$ cat src/rtl/vidcmd_decoder.sv
module vidcmd_decoder #(
  parameter int NREGS = 48
) (
  input  logic        clk,
  input  logic        rst_n,
  input  logic        in_valid,
  input  logic [7:0]  in_data,
  output logic        in_ready,
  input  logic [7:0]  rd_addr,
  output logic [7:0]  rd_data,
  output logic        locked,
  output logic        err,
  output logic        depth16,
  output logic [23:0] base16,
  output logic [23:0] base8,
  output logic [15:0] h_pixels,
  output logic [15:0] pix_clk,
  output logic        copy_stb,
  output logic [23:0] copy_src,
  output logic [7:0]  copy_cnt,
  output logic [23:0] copy_dst
);
  localparam int IW = $clog2(NREGS);
  localparam logic [7:0] START = 8'hAF;
  localparam logic [7:0] OP_WR = 8'h20;
  localparam logic [7:0] OP_CP = 8'h6A;
  localparam logic [7:0] CTRL  = 8'hFF;
  localparam int CP_LEN = 7;
  localparam int A_DEPTH = 0;
  localparam int A_HPIX  = 15;
  localparam int A_PCLK  = 27;
  localparam int A_B16   = 32;
  localparam int A_B8    = 38;

  typedef enum logic [2:0] {S_HUNT, S_OP, S_ADDR, S_DATA, S_COPY} st_t;

  st_t        st;
  logic [7:0] wa;
  logic [2:0] cnt;
  logic [7:0] pay [0:CP_LEN-2];
  logic [7:0] shd [0:NREGS-1];
  logic [7:0] act [0:NREGS-1];

  wire          in_data_st = st == S_DATA && in_valid;
  wire          ctl_wr     = in_data_st && wa == CTRL;
  wire          do_lock    = ctl_wr && in_data == 8'h00;
  wire          do_unlock  = ctl_wr && in_data == 8'hFF;
  wire          reg_wr     = in_data_st && int'(wa) < NREGS;
  wire [IW-1:0] wi         = wa[IW-1:0];

  assign in_ready = 1'b1;

  always_ff @(posedge clk or negedge rst_n) begin
    if (!rst_n) begin
      for (int i = 0; i < NREGS; i++) begin
        shd[i] <= '0;
        act[i] <= '0;
      end
    end else begin
      if (reg_wr) begin
        shd[wi] <= in_data;
        if (!locked) act[wi] <= in_data;
      end
      if (do_unlock)
        for (int i = 0; i < NREGS; i++) act[i] <= shd[i];
    end
  end

  always_ff @(posedge clk or negedge rst_n) begin
    if (!rst_n) begin
      st       <= S_HUNT;
      wa       <= '0;
      cnt      <= '0;
      locked   <= 1'b0;
      err      <= 1'b0;
      copy_stb <= 1'b0;
      copy_src <= '0;
      copy_cnt <= '0;
      copy_dst <= '0;
      for (int i = 0; i < CP_LEN-1; i++) pay[i] <= '0;
    end else begin
      copy_stb <= 1'b0;
      if (in_valid) begin
        case (st)
          S_HUNT: if (in_data == START) st <= S_OP;
          S_OP: begin
            case (in_data)
              START:   st <= S_OP;
              OP_WR:   st <= S_ADDR;
              OP_CP: begin
                st  <= S_COPY;
                cnt <= '0;
              end
              default: begin
                err <= 1'b1;
                st  <= S_HUNT;
              end
            endcase
          end
          S_ADDR: begin
            wa <= in_data;
            st <= S_DATA;
          end
          S_DATA: begin
            st <= S_HUNT;
            if (do_lock)   locked <= 1'b1;
            if (do_unlock) locked <= 1'b0;
          end
          S_COPY: begin
            if (int'(cnt) == CP_LEN-1) begin
              st       <= S_HUNT;
              copy_stb <= 1'b1;
              copy_src <= {pay[0], pay[1], pay[2]};
              copy_cnt <= pay[3];
              copy_dst <= {pay[4], pay[5], in_data};
            end else begin
              pay[cnt] <= in_data;
              cnt      <= cnt + 3'd1;
            end
          end
          default: st <= S_HUNT;
        endcase
      end
    end
  end

  assign rd_data  = (int'(rd_addr) < NREGS) ? act[rd_addr[IW-1:0]] : 8'h00;
  assign depth16  = act[IW'(A_DEPTH)] == 8'h00;
  assign base16   = {act[IW'(A_B16)], act[IW'(A_B16+1)], act[IW'(A_B16+2)]};
  assign base8    = {act[IW'(A_B8)], act[IW'(A_B8+1)], act[IW'(A_B8+2)]};
  assign h_pixels = {act[IW'(A_HPIX)], act[IW'(A_HPIX+1)]};
  assign pix_clk  = {act[IW'(A_PCLK+1)], act[IW'(A_PCLK)]};
endmodule

$ cat config.mk
export PLATFORM = sky130hd
export DESIGN_NAME = vidcmd_decoder
export DESIGN_NICKNAME = d
export VERILOG_FILES = /design/src/rtl/vidcmd_decoder.sv
export SDC_FILE = /design/constraint.sdc
export NUM_CORES = 2
export LEC_CHECK = 0
export ABC_AREA = 1
export BUFFER_PORTS_ARGS = -buffer_cell sky130_fd_sc_hd__buf_2
export CORE_UTILIZATION = 40
export CTS_CLUSTER_DIAMETER = 200
export DETAILED_ROUTE_END_ITERATION = 6
export SYNTH_ARGS = -nofsm -noshare
export SYNTH_HDL_FRONTEND = slang
export SYNTH_SLANG_ARGS = --single-unit
$ cat constraint.sdc
create_clock -name clk -period 3.45 [get_ports clk]
set_input_delay 0 -clock clk [delete_from_list [all_inputs] [get_ports clk]]
set_output_delay 0 -clock clk [all_outputs]
set_load 0.03 [all_outputs]
==> out/results.ini <==
[worst_setup_path]
required_ns = 3.98
r2r_cells = 9
worstPathCellList = inv_1 -> nor3_4 -> nand2_1 -> nor2_4 -> nand2_1 -> nand2_2 -> inv_2 -> nand2_1 -> o211ai_1
crit_path_start = wa[2]
r2r_end = act[205]
max_stage_delay_ns = 0.75
path_class = flop to flop
critical_path.max_fanout = 16
setup.worst_path.end = act[205]
cp.depth = 9
end_kind = flop
cp-start-kind = flop
worst_r2r_startpoint = wa[2]
critPathSlowestCell = nor3_4
critPathMostFrequentCell = nand2_1
cp_num_buf_inv = 2
r2r_setup_slack_ns = 0.44
path_delay_family = simple AND/OR/NAND/NOR gates
worstPathArrival_ns = 3.54

[power]
internal_power_uw = 17800
leakage_uw = 0.0213
cellPowerDensity_nw_per_um2 = 544
combPwrFrac_pct = 12.4
ir_worst_vdd_mv = 0.394
clockPowerShare_pct = 41.7
pwr-share-seq_pct = 45.9
p_switching_uw = 7080
switching_share_pct = 28.5

[synth]
synthMuxAreaShare_pct = 1.39
synthAdderAreaFrac_pct = 0.0616
synth_top_family_by_area = simple AND/OR/NAND/NOR gates
syn_area_um2 = 40600
syn_area_per_cell_um2 = 8.36
synth-xor-area-share_pct = 0.0216
synthCells = 4863
synth_edf_count = 0
async_flop_share_pct = 100
synth_simple_gate_area_share_pct = 26.0
synth-seq-cells = 889
synth_cell_types = 38
yosysWarningCount = 0
yosysSeqAreaShare_pct = 54.7
synth_compound_area_share_pct = 11.2
synth-main-ff-cell = dfrtp_1

[detailed_routing]
ant_nets = 0
first_iter_violations = 3794
vias_per_cell = 5.49
drtPass1Iterations = 6
via_count = 34600
drt-total-wl_um = 138000
wire_per_inst_um = 21.9
drc_errors = 0

[run]
maxCapViolCount = 0

[sta]
timing.hold.ws_ns = 0.0232
fin_skew_ns = 0.0346
fin_crit_ns = 3.01
relSlewSlack_pct = 16.9
final-setup-viol-count = 0
tns_ns = 0
rsz0062_at_grt = false
finalMaxSlewViolations = 0
worst_pin_slew_ns = 1.23
fin_crit_sh_pct = 87.4
max_freq_mhz = 332
hold_viol = 0

[die]
dieArea_um2 = 103000
initial_core_util_pct = 40.5
ios = 168
die_x_um = 321
coreArea_um2 = 100000
die_y_um = 321
placementRows = 116

[status]
status = finished clean

[clocking]
clkLatencyLatePin_ns = 0.68
cts_made_buffers = 96
cts_setup_buffers = 0
clock_tree.root_cell = clkbuf_16
cts_tree = built
clk_pin_slew_ns = 0.06
cts_htree_levels = 3
cts_sinks = 889
clockBufferDepth = 3

[global_route]
grt_pass1_wl_um = 210000
antenna_found_initial = 3
track_usage_pct = 26.8
gr-total-overflow = 0
grt_start_max_net_pins = 92
met2_usage_pct = 40.2
grtUsageMet1_pct = 39.0
busiest_layer = met2
grt_pass1_vias = 32900
grtUsageMet3_pct = 5.39

[finish]
drive_above_1_share_pct = 10.6
fillCellCount = 10000
antenna_cells = 0
areaGrowthSynthToFinish_pct = 12.4
instances_no_fill = 6297
nets = 4896

[place]
io_buffers = 118
gp_congestion = 0.879
dpl.cell_count = 6122
place_hpwl_um = 83700

[min_path]
worstHoldPathType = primary input to async pin

how the worst min path moves through the flow:
| stage | from | to | slack (ns) | depth (start not counted) |
|---|---|---|---|---|
| floorplan | rst_n | act[0] | -0.30 | 0 |
| CTS | in_data[6] | act[78] | 0.02 | 5 |
| global route | in_data[6] | act[75] | 0.07 | 5 |
| detailed placement | rst_n | shd[155] | 0.14 | 1 |
| finish | rst_n | shd[158] | 0.02 | 2 |
| global placement | rst_n | shd[158] | 0.15 | 1 |
state kept, by name, summed over array words and instances, names as in the netlist:
signal and cells:
act 352, locked 1, cnt 3, copy_cnt 8
st 3, err 1, h_pixels 16, wa 8
copy_stb 1, pix_clk 16, copy_dst 24, shd 384
copy_src 24, pay 48
routing by layer:
layer  up-vias  routed length, um
met5         -                  0
met4         0               4040
met3       249              12400
met2      1463              60100
met1     16900              61200
li1      15900                  -
logic make-up (layout without fill, tap and decap cells):
group,Yosys count,count (layout)
muxes,50,50
and+or+nand+nor,2531,2531
AOI/OAI and AO/OA,787,787
xor gates and xnor gates,1,1
DFF,889,889
other,2,49
adders and majority gates,2,2
buffers and inverters,601,631
worst reg2reg max path, cell delays in order (launching register included):
cell and delay [ns]:
dfrtp_1 0.52, inv_1 0.17, nor3_4 0.75, nand2_1 0.44, nor2_4 0.41, nand2_1 0.14, nand2_2 0.18, inv_2 0.12
nand2_1 0.08, o211ai_1 0.08
synth_stat cells (2+ instances only):
cell type | instances | area (um^2)
conb_1 | 2 | 7.51
nor3_2 | 6 | 60.1
nor3_1 | 5 | 25.0
inv_1 | 188 | 706
nor4_1 | 2 | 12.5
o21ai_0 | 474 | 2370
clkinv_1 | 5 | 18.8
nand4_2 | 2 | 25.0
inv_2 | 29 | 109
nand2_2 | 23 | 144
ha_1 | 2 | 25.0
nor3_4 | 4 | 65.1
nor2_2 | 12 | 75.1
dfrtp_1 | 889 | 22200
buf_1 | 20 | 75.1
nor2_4 | 8 | 90.1
nand3_1 | 535 | 2680
nand4_1 | 41 | 257
clkbuf_1 | 212 | 796
a31oi_1 | 10 | 62.6
nand2_1 | 1694 | 6360
buf_4 | 86 | 646
nor2_1 | 193 | 724
a21oi_1 | 26 | 130
o211ai_1 | 238 | 1790
o21ai_1 | 37 | 185
buf_6 | 2 | 22.5
buf_2 | 59 | 295
mux2_2 | 50 | 563
layout make-up:
class | instances | area, um^2 | share of cell area, %
well taps | 1357 | 1700 | 3.72
repair buffers | 246 | 1890 | 4.13
clock inverters | 24 | 325 | 0.712
flip-flops and latches | 889 | 22200 | 48.7
clock buffers | 139 | 2750 | 6.01
multi-input cells | 3420 | 15900 | 34.9
inverters | 222 | 856 | 1.87
cell usage in the layout (no fill, tap or decap), types with 3 or more instances in the layout:
| cell type | n |
|---|---|
| clkbuf_1 | 26 |
| buf_4 | 94 |
| buf_2 | 115 |
| inv_1 | 178 |
| o21ai_1 | 37 |
| mux2_2 | 50 |
| clkbuf_16 | 97 |
| o21ai_0 | 474 |
| clkbuf_8 | 16 |
| clkinv_2 | 21 |
| nor2_2 | 12 |
| o211ai_1 | 238 |
| nand2_2 | 23 |
| nor2_4 | 9 |
| nand3_1 | 535 |
| nor3_4 | 4 |
| a21oi_1 | 26 |
| nand4_1 | 41 |
| nor3_1 | 4 |
| dlygate4sd3_1 | 12 |
| a31oi_1 | 10 |
| conb_1 | 49 |
| nor3_2 | 7 |
| nor2_1 | 192 |
| inv_2 | 31 |
| nand2_1 | 1693 |
| bufinv_16 | 7 |
| clkinv_1 | 3 |
| inv_6 | 3 |
| buf_12 | 23 |
| dfrtp_1 | 889 |
power by group through the flow:
stage | clock network, uW | registers, uW | logic, uW
global placement | 0 | 11600 | 2990
floorplan | 0 | 11600 | 1600
detailed placement | 0 | 11600 | 3030
finish | 10400 | 11400 | 3080
global route | 10900 | 11500 | 3330
CTS | 10500 | 11400 | 3040
per-stage QoR:
stage	util, %	setup WS (ns)	power (uW)	cell area, um^2
after CTS	45.5	0.511	24900	45700
after global placement	42.3	0.573	14500	42500
after global routing	45.5	0.285	25700	45700
after detailed placement	42.3	0.539	14600	42500
after floorplan	-	1.53	13200	40800
final	45.5	0.436	24800	45700
what timing repair did:
action | 4_1_cts | 5_1_grt
gates resized for setup | 0 | 0
endpoints found under the hold margin | 226 | 0
setup endpoints to repair | 0 | 0
hold buffers | 12 | 0
No activity file was read; power rests on OpenSTA's default activity.
